[src/rtl/afu_pkg.sv]
package afu_pkg;
  localparam int unsigned XW       = 32;
  localparam int unsigned WORD_B   = 4;
  localparam int unsigned ALIGN_LB = $clog2(WORD_B);

  localparam logic [2:0] CL_PLAIN = 3'd0;
  localparam logic [2:0] CL_DCBZ  = 3'd1;
  localparam logic [2:0] CL_ECW   = 3'd2;
  localparam logic [2:0] CL_MULTI = 3'd3;
  localparam logic [2:0] CL_RSV   = 3'd4;

  // big-endian machine-state positions used by the fault update
  localparam int unsigned MB_ILE = 15;
  localparam int unsigned MB_LE  = 31;

  function automatic int unsigned lsb(input int unsigned be_pos);
    return XW - 1 - be_pos;
  endfunction

  function automatic logic [XW-1:0] be_bit(input int unsigned be_pos);
    logic [XW-1:0] v;
    v = '0;
    v[lsb(be_pos)] = 1'b1;
    return v;
  endfunction

  function automatic logic [XW-1:0] msr_clear_mask();
    return be_bit(13) | be_bit(14) | be_bit(16) | be_bit(17) |
           be_bit(18) | be_bit(20) | be_bit(21) | be_bit(22) |
           be_bit(23) | be_bit(26) | be_bit(27) | be_bit(30);
  endfunction

  function automatic logic [XW-1:0] msr_on_fault(input logic [XW-1:0] m);
    logic [XW-1:0] r;
    r = m & ~msr_clear_mask();
    r[lsb(MB_LE)] = m[lsb(MB_ILE)];
    return r;
  endfunction

  function automatic logic [XW-1:0] srr1_on_fault(input logic [XW-1:0] m);
    return {{(XW/2){1'b0}}, m[XW/2-1:0]};
  endfunction

  function automatic logic [XW-1:0] syndrome(input logic [XW-1:0] ins,
                                             input logic idx,
                                             input logic blank_rs);
    logic [XW-1:0] d;
    d = '0;
    d[4:0] = ins[20:16];
    d[9:5] = blank_rs ? 5'd0 : ins[25:21];
    if (idx) begin
      d[16:15] = ins[2:1];
      d[14]    = ins[6];
      d[13:10] = ins[10:7];
    end else begin
      d[14]    = ins[26];
      d[13:10] = ins[30:27];
    end
    return d;
  endfunction
endpackage

[src/rtl/afu_detect.sv]
module afu_detect
  import afu_pkg::*;
(
  input  logic [2:0]          cls,
  input  logic [ALIGN_LB-1:0] ea_lo,
  input  logic                wt,
  input  logic                ci,
  output logic                hit,
  output logic                dar_bump
);
  logic off_word;
  logic word_only;

  assign off_word  = |ea_lo;
  assign word_only = (cls == CL_MULTI) || (cls == CL_RSV);

  always_comb begin
    unique case (cls)
      CL_ECW:          hit = off_word;
      CL_DCBZ:         hit = wt | ci;
      CL_MULTI, CL_RSV: hit = off_word;
      default:         hit = 1'b0;
    endcase
  end

  assign dar_bump = word_only & off_word;
endmodule

[src/rtl/afu_next.sv]
module afu_next
  import afu_pkg::*;
(
  input  logic [XW-1:0] instr,
  input  logic          idx_form,
  input  logic [2:0]    cls,
  input  logic [XW-1:0] ea,
  input  logic          dar_bump,
  input  logic [XW-1:0] msr_cur,
  input  logic [XW-1:0] cia,
  output logic [XW-1:0] n_srr0,
  output logic [XW-1:0] n_srr1,
  output logic [XW-1:0] n_msr,
  output logic [XW-1:0] n_dsisr,
  output logic [XW-1:0] n_dar
);
  assign n_srr0  = cia;
  assign n_srr1  = srr1_on_fault(msr_cur);
  assign n_msr   = msr_on_fault(msr_cur);
  assign n_dsisr = syndrome(instr, idx_form, cls == CL_DCBZ);
  assign n_dar   = dar_bump ? ea + XW'(WORD_B) : ea;
endmodule

[src/rtl/align_fault_unit.sv]
module align_fault_unit
  import afu_pkg::*;
(
  input  logic          clk,
  input  logic          rst_n,
  input  logic          req_valid_i,
  input  logic [31:0]   instr_i,
  input  logic [2:0]    cls_i,
  input  logic          idx_form_i,
  input  logic [31:0]   ea_i,
  input  logic          wt_i,
  input  logic          ci_i,
  input  logic [31:0]   msr_i,
  input  logic [31:0]   cia_i,
  output logic          fault_o,
  output logic [31:0]   srr0_o,
  output logic [31:0]   srr1_o,
  output logic [31:0]   msr_o,
  output logic [31:0]   dsisr_o,
  output logic [31:0]   dar_o
);
  logic          cls_hit;
  logic          dar_bump;
  logic          take_fault;
  logic [XW-1:0] n_srr0, n_srr1, n_msr, n_dsisr, n_dar;

  afu_detect u_detect (
    .cls      (cls_i),
    .ea_lo    (ea_i[ALIGN_LB-1:0]),
    .wt       (wt_i),
    .ci       (ci_i),
    .hit      (cls_hit),
    .dar_bump (dar_bump)
  );

  assign take_fault = req_valid_i & cls_hit;

  afu_next u_next (
    .instr    (instr_i),
    .idx_form (idx_form_i),
    .cls      (cls_i),
    .ea       (ea_i),
    .dar_bump (dar_bump),
    .msr_cur  (msr_i),
    .cia      (cia_i),
    .n_srr0   (n_srr0),
    .n_srr1   (n_srr1),
    .n_msr    (n_msr),
    .n_dsisr  (n_dsisr),
    .n_dar    (n_dar)
  );

  always_ff @(posedge clk) begin
    if (!rst_n) begin
      fault_o <= 1'b0;
      srr0_o  <= '0;
      srr1_o  <= '0;
      msr_o   <= '0;
      dsisr_o <= '0;
      dar_o   <= '0;
    end else begin
      fault_o <= take_fault;
      if (take_fault) begin
        srr0_o  <= n_srr0;
        srr1_o  <= n_srr1;
        msr_o   <= n_msr;
        dsisr_o <= n_dsisr;
        dar_o   <= n_dar;
      end
    end
  end
endmodule

[config.mk]
export PLATFORM = sky130hd
export DESIGN_NAME = align_fault_unit
export DESIGN_NICKNAME = d
export VERILOG_FILES = /design/src/rtl/afu_pkg.sv /design/src/rtl/afu_detect.sv /design/src/rtl/afu_next.sv /design/src/rtl/align_fault_unit.sv
export SDC_FILE = /design/constraint.sdc
export NUM_CORES = 1
export LEC_CHECK = 0
export BUFFER_PORTS_ARGS = -buffer_cell sky130_fd_sc_hd__clkbuf_2
export CAP_MARGIN = 20
export CORE_AREA = 2 2 115 117
export DETAILED_ROUTE_END_ITERATION = 10
export DIE_AREA = 0 0 117 119
export PLACE_DENSITY = 0.7
export REMOVE_ABC_BUFFERS = 1
export SYNTH_ARGS = -nofsm -noshare
export SYNTH_HDL_FRONTEND = slang
export SYNTH_SLANG_ARGS = --single-unit
[constraint.sdc]
create_clock -name clk -period 6.1 [get_ports clk]
set_input_delay 1.22 -clock clk [delete_from_list [all_inputs] [get_ports clk]]
set_output_delay 1.22 -clock clk [all_outputs]
set_load 0.01 [all_outputs]
# Word-level counts from Yosys, hierarchy flattened

Index checks and enable logic that the tools add are counted.

Flip-flop bits (word level): 118
Input port bits: 137
Output and inout bits: 161
Word-level logic and storage cells: 22

$add $sub $neg: 1
Equal/unequal tests: 4
Multiplexer cells: 5
Bitwise gates (word level): 3
Reductions and logical operators: 3

Operators by type and width:

| kind                  | number |
|---|---|
| $add 32x3->32 const B | 1 |
| $mux 32               | 1 |
| $mux 5                | 2 |
| $eq 3x2->1 const B    | 2 |
| $eq 3x1->1 const B    | 1 |
| $eq 3x3->1 const B    | 1 |
| $reduce_or 3->1       | 1 |
| $and 1x1->1           | 2 |
| $mux 2                | 1 |
| $pmux 1 s2            | 1 |
| $reduce_or 2->1       | 1 |
| $logic_or 1x1->1      | 1 |
| $or 1x1->1            | 1 |

# Longest topological paths before layout

Gate-level depths: netlist (run 1).

Depth in word-level cells: 4
Depth in mapped cells: 9

# Hierarchy

A second synthesis (run 1) with hierarchy kept.

Cell total of the unflattened synthesis: 957
Area total of the unflattened synthesis: 8157.8 um^2

Modules (own cells, without submodules):

| module           | times used | cells an instance | area each (um^2) | sequential area each (um^2) |
|---|---|---|---|---|
| align_fault_unit | 1          | 733               | 6503.7           | 3223.1 |
| afu_next         | 1          | 216               | 1599.0           | 0.0 |
| afu_detect       | 1          | 8                 | 55.1             | 0.0 |

# Least setup slack after synthesis (run 1)

No wires, ideal clock.

Kind: input -> register
Start point: input cls_i[1]
End point: register dar_o[28]
Library setup time: 122 ps
Data arrival time: 2650 ps
Setup slack: 3329 ps
Stages: 6
Path buffers: 1
Cell sequence: or3b_1 -> a211o_1 -> buf_2 -> nor4_2 -> xnor2_1 -> a21oi_2

Cells in the longest elaborated chain, start to end: 4

Ends and longest elaborated chain:

| item                                                                        | line                                   | RTL |
|---|---|---|
| start, declared                                                             | align_fault_unit.sv:8                  | `input logic [2:0] cls_i,` |
| $eq 3x2->1 (tied with other cells)                                          | afu_detect.sv:18                       | `unique case (cls)` |
| $reduce_or 3->1 (no source line) / $logic_or 1x1->1 (equally long branches) | --                                     |  |
| $pmux 1 s2 / $and 1x1->1 (equally long branches)                            | afu_detect.sv:18, afu_detect.sv:26     |  |
| $and 1x1->1 / $mux 32 (equally long branches)                               | align_fault_unit.sv:36, afu_next.sv:21 |  |
| end signal, assigned                                                        | align_fault_unit.sv:68                 | `dar_o <= n_dar;` |
| end, declared                                                               | align_fault_unit.sv:20                 | `output logic [31:0] dar_o` |

Several ways; a longest one is shown, not always the timed one.
A chain may end at the register's enable or synchronous reset.

# Final worst setup path (run 1)

Start point: input cls_i[2]
End point: register srr0_o[24]

Cells in the longest elaborated chain, start to end: 4

Ends and longest elaborated chain:

| item                                            | line                   | RTL |
|---|---|---|
| $eq 3x2->1 / $eq 3x3->1 (equally long branches) | afu_detect.sv:18       |  |
| $reduce_or 3->1 (no source line)                | --                     |  |
| $pmux 1 s2 (*)                                  | afu_detect.sv:18       |  |
| $and 1x1->1 (*)                                 | align_fault_unit.sv:36 | `assign take_fault = req_valid_i & cls_hit;` |
| end signal, assigned                            | align_fault_unit.sv:64 | `srr0_o <= n_srr0;` |
| end, declared                                   | align_fault_unit.sv:16 | `output logic [31:0] srr0_o,` |

Every way passes the cells marked *; elsewhere a longest branch is shown, timed or not.

==> flow_summary.toml, run 1 <==
[outcome]
status = "finished, final reports clean"

[sta]
finalSetupViolCount = 0
setup_ws_ns = 3.01
rsz0062_at_grt = "no"
relSlewSlack_pct = 51.3
final_hold_viol_count = 0
fin_crit_sh_pct = 50.7
clock_skew_ns = 0
worstMarginPinSlew_ns = 0.730
maxSlewViolCount = 0
fin_crit_ns = 3.09
fmax_mhz = 323
final.setup.tns_ns = 0

[cts]
cts_buffers = 9
clock_path_buffers = 2
clk_latency_ns = 0.33
ctsHoldBuffers = 0
cts_root_buffer = "clkbuf_16"
clkTransAtPathRegs_ns = 0.08
post-cts-setup-buffers = 0
cts_resized = 0
cts.sinks = 112
cts_max_level = 3
cts_tree = "yes"

[final_layout]
n_antenna_cell = 0
fill_cells = 1329
fin_nets = 962
drive_above_1_share_pct = 33.3
area_growth_pct = 28.5
fin_area_mm2 = 0.00631

[placement]
place_ws_ns = 2.60
placed_area_mm2 = 0.00599
hpwl_um = 8950
port_buffers = 242
place_congestion = 0.802

[worst_hold_path]
hold_class = "reg2reg"

[worst_setup_path]
worstPathRequired_ns = 6.36
cp-start-kind = "input pin"
crit_type = "in2reg"
cp.arrival_ns = 3.35
crit_fanout = 64
end_kind = "register"

[power]
ir_worst_vdd_mv = 0.139
cellPowerDensity_mw_per_mm2 = 259
leakagePower_nw = 2.82

[logic_synthesis]
ys_types = 35
synth_area_leaders = "dfxtp_1, nand2_1, a21oi_1"
avgSynthCellArea_um2 = 7.97
yosysWarnings = 0
synthCells = 616
synth_most_common_cell = "nand2_1"
synth_top_area_cell = "dfxtp_1"
synth_area_mm2 = 0.00491
synth_edf_count = 0
synth_top_flop_cell = "dfxtp_1"
synth.cells.most_frequent = "nand2_1, dfxtp_1, a21oi_1, buf_4, xnor2_1"
async_flop_share_pct = 0
yosysSeqAreaShare_pct = 45.7
synth_seq_cells = 112
yosys.area.top_type_share_pct = 45.7

[routing]
first_iter_violations = 227
viasPerCell = 4.56
remaining_drc_errors = 0
wl_per_cell_um = 12.3
drtAntennaViolNets = 0
dr.pass1.iters = 4
routed_wirelength_um = 12400
vias = 4584

[grt]
grt_pass1_wl_um = 19600
antenna_found_initial = 0
overflow = 0
track_usage_pct = 17.4
grt_max_degree = 72
first_global_vias = 4186

[floorplanning]
start_util_pct = 38.1
rows = 42
die_w_um = 117
core_area_mm2 = 0.0129
ios = 298
dieArea_mm2 = 0.0139
die_h_um = 119

[job]
cap_violations = 0
==> kinds of logic (layout without fill, tap and decap cells) <==
group,count (synthesis),in the layout,synth area share (%)
mux,6,6,1.22
compound gates,144,144,15.5
xor+xnor,29,29,5.18
simple gates,222,222,20.0
flops,112,112,45.7
fa+ha+maj,1,1,0.255
buf+inv,101,272,12.0
other cells,1,43,0.0764
==> worst paths after layout <==
kind	depth (start not counted)	slack, ns	to	startpoint
worst max-delay path	7	3.01	srr0_o[24]	cls_i[2]
worst min-delay path	2	0.45	srr0_o[26]	srr0_o[26]
worst max register to register	2	5.40	dsisr_o[12]	dsisr_o[12]
worst min register to register	2	0.45	srr0_o[26]	srr0_o[26]
==> power by group <==
group | internal, W | switching [W] | leakage (nW)
Combinational | 0.0000934 | 0.000141 | 1.75
Clock | 0.000336 | 0.000275 | 0.151
Sequential | 0.000771 | 0.0000192 | 0.914
==> layer usage <==
layer / part of all wire, % / vias to the layer above / wire length [µm] / global-route usage [%]
met1: 42 / 2039 / 5250 / 20.8
met5: 0 / - / 0 / 0
met3: 9.4 / 7 / 1160 / 5.85
met2: 47 / 171 / 5880 / 29.8
li1: - / 2367 / - / -
met4: 0.78 / 0 / 97 / 4.04
==> per-stage QoR <==
stage               hold slack [ns]  total power [W]  std cells  util, %
floorplan                     0.476         0.000927        567        -
global placement              0.438          0.00104        989     46.6
CTS                           0.453          0.00166       1005     49.0
finish                        0.450          0.00164       1005     49.0
detailed placement            0.443          0.00105        989     46.6
global route                  0.469          0.00173       1005     49.0
==> sequential cells by signal (all words and copies together) (netlist names) <==
signal and flops:
msr_o 19, srr1_o 11, dar_o 32, fault_o 1, srr0_o 32, dsisr_o 17
==> cell type report <==
cell class | count | area [µm²] | share of cell area, %
Inverter | 10 | 37.5 | 0.595
Tap cell | 176 | 220 | 3.49
Clock inverter | 6 | 75.1 | 1.19
Timing Repair Buffer | 246 | 1240 | 19.7
Clock buffer | 10 | 239 | 3.79
Multi-Input combinational cell | 445 | 2250 | 35.7
Sequential cell | 112 | 2240 | 35.5
==> cell usage in the layout (no fill, tap or decap), types with 2 or more instances in the layout <==
| cell | netlist | final |
|---|---|---|
| buf_4 | 49 | 4 |
| clkinv_4 | 0 | 2 |
| a211oi_1 | 8 | 8 |
| xnor2_1 | 28 | 28 |
| clkbuf_16 | 0 | 9 |
| nor4_1 | 7 | 7 |
| nor2_1 | 17 | 17 |
| mux2i_1 | 6 | 6 |
| a211o_1 | 2 | 2 |
| and4_1 | 3 | 3 |
| a21oi_2 | 3 | 3 |
| nor4_2 | 3 | 3 |
| nor3_2 | 2 | 2 |
| nand3_1 | 14 | 14 |
| and3_1 | 2 | 2 |
| conb_1 | 1 | 43 |
| nor3_1 | 7 | 7 |
| a21oi_1 | 102 | 102 |
| clkbuf_2 | 0 | 242 |
| nand2_1 | 153 | 153 |
| o21ai_0 | 27 | 27 |
| or2_2 | 2 | 2 |
| dfxtp_1 | 112 | 112 |
| or4_1 | 2 | 2 |
| nand4_1 | 5 | 5 |
| or3b_1 | 2 | 2 |
| inv_1 | 10 | 9 |
==> critical path: stages <==
cell      delay [ns]
clkbuf_2        0.10
or3b_1          0.48
nor2_1          0.30
o21a_4          0.34
buf_4           0.56
nand2_1         0.15
a21oi_1         0.16
Power figures use the tool's default switching activity.
==> run 2: changes to the inputs <==
Settings changed: ABC_AREA set to 1, CORE_AREA 2 2 115 117 to 2 2 116 118, DIE_AREA 0 0 117 119 to 0 0 118 120, PLACE_DENSITY 0.7 to 0.73.
Clock period 6.1 ns to 3.19 ns, I/O delays scaled along.
==> run 2 against run 1 <==
Compared with the run above: routed wire length rose by 16%; non-clock buffer count is 2 higher; count of clock-buffer cells in the layout unchanged; hold slack improved by 0.034 ns; design area up 6.5%; sequential share of layout area is 2.2 points lower; core utilization up 2.7 points.
==> flow_summary.toml, run 2 <==
[floorplanning]
core_area_mm2 = 0.0130
dieArea_mm2 = 0.0142
die_h_um = 120
die_w_um = 118
ios = 298
rows = 42
start_util_pct = 41.1

[final_layout]
layout_common_cells = "clkbuf_2, nor2_1, nand2_1"
layout_commonest_cell = "clkbuf_2"
fin_nets = 1126
fill_cells = 1312
fin_util_pct = 51.7
area_growth_pct = 25.9
largestRegisters = "dar_o: 32 flops, srr0_o: 32 flops, msr_o: 19 flops"
drive_above_1_share_pct = 28.1
n_antenna_cell = 0

[routing]
routed_wirelength_um = 14400
vias = 5315
route.met2.wl_um = 6750
dr.pass1.iters = 6
remaining_drc_errors = 0
viasPerCell = 4.55
routed.top_layer = "met4"
wirelength_met1_um = 6420
dr_wl_met3_um = 978
first_iter_violations = 338
wl_per_cell_um = 12.3
drtAntennaViolNets = 0

[sta]
fin_crit_sh_pct = 62.8
final_hold_viol_count = 0
rsz0062_at_grt = "no"
fin_crit_ns = 2.00
fmax_mhz = 499
final.setup.tns_ns = 0
relSlewSlack_pct = 36.8
finalSetupViolCount = 0
worstMarginPinSlew_ns = 0.948
maxSlewViolCount = 0
clock_skew_ns = 0

[logic_synthesis]
ys_types = 30
synth.cells.most_frequent = "nor2_1, nand2_1, dfxtp_1, o21ai_0, inv_1"
synth_edf_count = 0
yosysSeqAreaShare_pct = 42.0
synthCells = 773
synth_most_common_cell = "nor2_1"
avgSynthCellArea_um2 = 6.90
yosys.area.top_type_share_pct = 42.0
synth_top_area_cell = "dfxtp_1"
synth_area_leaders = "dfxtp_1, nor2_1, nand2_1"
yosysWarnings = 0
synth_area_mm2 = 0.00534
synth_top_flop_cell = "dfxtp_1"
synth_seq_cells = 112
async_flop_share_pct = 0

[worst_setup_path]
worstPathRequired_ns = 3.48
cpLargestDelayFamily = "buffers and inverters"
rrSetupSlack_ns = 2.47
cp_slowest_cell = "buf_4"
cp.arrival_ns = 2.29
cp.buffers_inverters = 2
crit_type = "in2reg"
crit_fanout = 97
cp_slowest_stage_delay_ns = 0.70
cp-start-kind = "input pin"
reg2reg_to = "dar_o[13]"
r2r_start = "dar_o[13]"
reg2reg_depth = 4
end_kind = "register"
crit_chain = "clkbuf_2 > or2_1 > nand2_1 > o21ai_2 > nand2_2 > buf_4 > o21ai_0 > nor2_1"

[power]
total_power_w = 0.00336
ir_worst_vdd_mv = 0.223
seq_power_share_pct = 46.6
clkPwrFrac_pct = 35.2
power.internal_w = 0.00239
swShare_pct = 28.8
switchingPower_w = 0.000967
cellPowerDensity_mw_per_mm2 = 500
leakagePower_nw = 3.56
comb_power_share_pct = 18.2

[placement]
hpwl_um = 10500
place_congestion = 0.870
port_buffers = 242

[grt]
antenna_found_initial = 0
first_global_vias = 4779
grt_max_degree = 98
grt_pass1_wl_um = 23200
overflow = 0
track_usage_pct = 20.0

[job]
cap_violations = 0

[cts]
cts_resized = 0
cts_max_level = 3
cts_root_buffer = "clkbuf_16"
clock_path_buffers = 2
cts_tree = "yes"
cts_buffers = 9
post-cts-setup-buffers = 0
ctsHoldBuffers = 0
cts.sinks = 112
clkTransAtPathRegs_ns = 0.07
clk_latency_ns = 0.35

[worst_hold_path]
hold_class = "reg2reg"
min_from = "srr0_o[2]"
hold_path_depth = 2
holdPathEnd = "srr0_o[2]"

[outcome]
status = "finished, final reports clean"
==> run 2: area by class of cell <==
class / instances / area [µm²] / share of cell area [%]
clock inverter: 6 / 75.1 / 1.12
inverter: 61 / 230 / 3.43
multi-input combinational: 556 / 2440 / 36.3
clock buffer: 10 / 239 / 3.56
sequential: 112 / 2240 / 33.4
tap: 176 / 220 / 3.28
timing repair buffer: 248 / 1270 / 18.9
==> run 2: metal layers <==
| layer | vias to the layer above | GRT usage, % |
|---|---|---|
| li1 | 2771 | - |
| met1 | 2320 | 25.2 |
| met5 | - | 0 |
| met4 | 0 | 7.45 |
| met2 | 202 | 33.5 |
| met3 | 22 | 4.52 |
==> run 2: how the worst max path moves through the flow <==
stage                     startpoint          to  slack [ns]  cells after the start
after global placement       ea_i[0]    dar_o[2]        0.87                      8
after global routing         ea_i[0]   srr0_o[4]        1.02                      8
after CTS                    ea_i[0]  srr1_o[14]        1.22                      8
final                        ea_i[0]  srr0_o[15]        1.19                      8
after detailed placement     ea_i[0]   dar_o[11]        0.86                     10
after floorplan             cls_i[2]   dar_o[12]       -0.21                      9
==> run 2: worst reg2reg max path, delay by kind of cell (launching register included) <==
family	cells	cell delay [ns]
compound gates	1	0.08
buf+inv	1	0.08
flops	1	0.37
simple gates	2	0.13
==> run 2: metrics by stage <==
stage               worst slack (ns)  instances  hold WS [ns]  area (µm²)
floorplan                     -0.210        729         0.510        4910
global placement               0.874       1153         0.463        6400
detailed placement             0.855       1153         0.470        6400
CTS                             1.22       1169         0.488        6720
global route                    1.02       1169         0.503        6720
finish                          1.19       1169         0.484        6720
==> run 2: kinds of logic (layout without fill, tap and decap cells) <==
logic type | count (synthesis) | in the layout | synth area share, %
other | 1 | 43 | 0.0703
adder cells (fa/ha/maj) | 1 | 1 | 0.234
buffers and inverters | 147 | 325 | 15.2
flip-flops | 112 | 112 | 42.0
XOR/XNOR | 9 | 9 | 1.48
AND/OR/NAND/NOR | 390 | 390 | 29.7
AO/OA/AOI/OAI | 108 | 108 | 10.2
multiplexers | 5 | 5 | 1.06
==> run 2: power by group through the flow <==
stage	logic, W	clock network, W	registers, W
global placement	0.000609	0	0.00159
detailed placement	0.000614	0	0.00160
floorplan	0.000260	0	0.00165
CTS	0.000617	0.00121	0.00156
finish	0.000612	0.00118	0.00156
global route	0.000689	0.00128	0.00158
==> run 3: changes to the inputs <==
Settings changed: ABC_AREA 1 to 0, CORE_AREA 2 2 116 118 to unset, CORE_MARGIN set to 2, CORE_UTILIZATION set to 39, DIE_AREA 0 0 118 120 to unset.
Clock period 3.19 ns to 1.65 ns, I/O delays scaled along.
==> run 3 against run 2 <==
Compared with the run above: critical path depth fell by 1; sequential power increased by 88%; combinational power increased by 65%; via count is 8.4% lower; count of clock-buffer cells in the layout unchanged; core utilization is 4.6 points higher; design area grew 2.0%; routed wire length fell by 4.6%; die area shrank 4.7%; sequential share of layout area decreased by 0.66 points; hold slack worse by 0.28 ns; worst setup slack worse by 1.1 ns; largest power group unchanged.
==> flow_summary.toml, run 3 (synthesis results as in run 1) <==
[worst_setup_path]
cp.arrival_ns = 1.84
crit_type = "in2reg"
rrSetupSlack_ns = 0.96
reg2reg_to = "dsisr_o[11]"
cp_slowest_cell = "a211o_2"
cp_slowest_stage_delay_ns = 0.45
crit_chain = "clkbuf_2 > or3b_4 > a211o_2 > buf_4 > nor3_2 > xnor2_1 > a21oi_1"
startpoint = "cls_i[2]"
cp-start-kind = "input pin"
end_kind = "register"
worstPathRequired_ns = 1.89
r2r_start = "dsisr_o[11]"
reg2reg_depth = 2
crit_fanout = 10

[placement]
port_buffers = 242
hpwl_um = 10100
place_congestion = 0.862

[cts]
cts_max_level = 3
cts.sinks = 112
cts_buffers = 9
clock_path_buffers = 2
ctsHoldBuffers = 0
clkTransAtPathRegs_ns = 0.08
cts_tree = "yes"
clk_latency_ns = 0.34
post-cts-setup-buffers = 0
cts_root_buffer = "clkbuf_16"

[floorplanning]
die_w_um = 116
dieArea_mm2 = 0.0135
start_util_pct = 40.3
rows = 40
die_h_um = 116
ios = 298
core_area_mm2 = 0.0122

[final_layout]
layout_commonest_cell = "clkbuf_2"
fin_nets = 1015
area_growth_pct = 39.6
fin_util_pct = 56.3
drive_above_1_share_pct = 38.7
largestRegisters = "dar_o: 32 flops, srr0_o: 32 flops, msr_o: 19 flops"
fill_cells = 1197
multi_input_area_mm2 = 0.00234
layout_common_cells = "clkbuf_2, nand2_1, dfxtp_1"
regArea_mm2 = 0.00224
n_antenna_cell = 0

[job]
cap_violations = 0

[sta]
rsz0062_at_grt = "yes"
maxSlewViolCount = 0
fin_crit_sh_pct = 97.0
fmax_mhz = 625
final_hold_viol_count = 0
fin_crit_ns = 1.60
clock_skew_ns = 0
finalSetupViolCount = 0
final.setup.tns_ns = 0
timing.hold.ws_ns = 0.203

[power]
total_power_w = 0.00617
ir_worst_vdd_mv = 0.434
leakagePower_nw = 3.10
cellPowerDensity_mw_per_mm2 = 901

[worst_hold_path]
hold_class = "in2reg"
hold_path_depth = 3
holdPathEnd = "msr_o[26]"
min_from = "msr_i[26]"

[routing]
dr.pass1.iters = 4
viasPerCell = 4.64
drtAntennaViolNets = 0
vias = 4868
routed_wirelength_um = 13800
remaining_drc_errors = 0
first_iter_violations = 310
wl_per_cell_um = 13.1

[grt]
antenna_found_initial = 0
grt_pass1_wl_um = 20500
track_usage_pct = 19.1
overflow = 0
first_global_vias = 4311
grt_max_degree = 53

[outcome]
status = "finished, final reports clean"
==> run 3: changes by cell type in the layout (fill, tap and decap cells not counted), moves of 20 or more <==
| cell | before | now |
|---|---|---|
| nor2_1 | 197 | 16 |
| a21oi_1 | 8 | 101 |
| o21ai_0 | 87 | 27 |
| inv_1 | 60 | 9 |
| buf_4 | 5 | 48 |
| nand2_1 | 126 | 153 |
| xnor2_1 | 1 | 28 |
| nand3_1 | 34 | 14 |
==> run 3: critical path, delay by kind of cell <==
kind | cells | cell delay [ns]
buffers and inverters | 2 | 0.29
xor gates and xnor gates | 1 | 0.13
and+or+nand+nor | 2 | 0.55
AOI/OAI and AO/OA | 2 | 0.53
==> run 3: per-layer routing <==
layer / wire length, µm / share of wire [%] / GRT usage [%]
met1: 5670 / 41 / 23.0
met3: 1160 / 8.4 / 5.55
met2: 6650 / 48 / 32.3
met4: 276 / 2.0 / 7.46
met5: 0 / 0 / 0
==> run 3: timing repair <==
item,in CTS,in global routing
hold endpoints to repair,0,0
gates cloned,1,1
setup endpoints to repair,5,40
gates resized for setup,5,12
pin swaps,1,3
==> run 3: metrics by stage <==
stage	std cells	setup WS, ns	area (µm²)
floorplan	567	-2.21	4510
global placement	1032	-0.431	6430
detailed placement	1032	-0.467	6430
CTS	1049	0.0250	6760
global route	1050	-0.0169	6850
finish	1050	0.0498	6850
==> run 3: how the worst max path moves through the flow <==
stage                  end  slack (ns)  cells after the start
4_1_cts        dsisr_o[11]        0.02                      8
3_3_place_gp     dar_o[16]       -0.43                      6
2_1_floorplan    dar_o[25]       -2.21                      5
5_1_grt           dar_o[2]       -0.02                      8
6_report         dar_o[19]        0.05                      7
3_5_place_dp     dar_o[16]       -0.47                      6
==> run 3: final cells by class <==
class	count	share of cell area (%)
clock inverters	6	1.10
repair buffers	298	25.1
well taps	168	3.07
inverters	10	0.548
flip-flops and latches	112	32.7
clock buffers	10	3.34
multi-input cells	446	34.1
==> run 3: power breakdown <==
part	switching [W]	internal (W)
Clock	0.00104	0.00120
Combinational	0.000562	0.000443
Sequential	0.0000772	0.00285
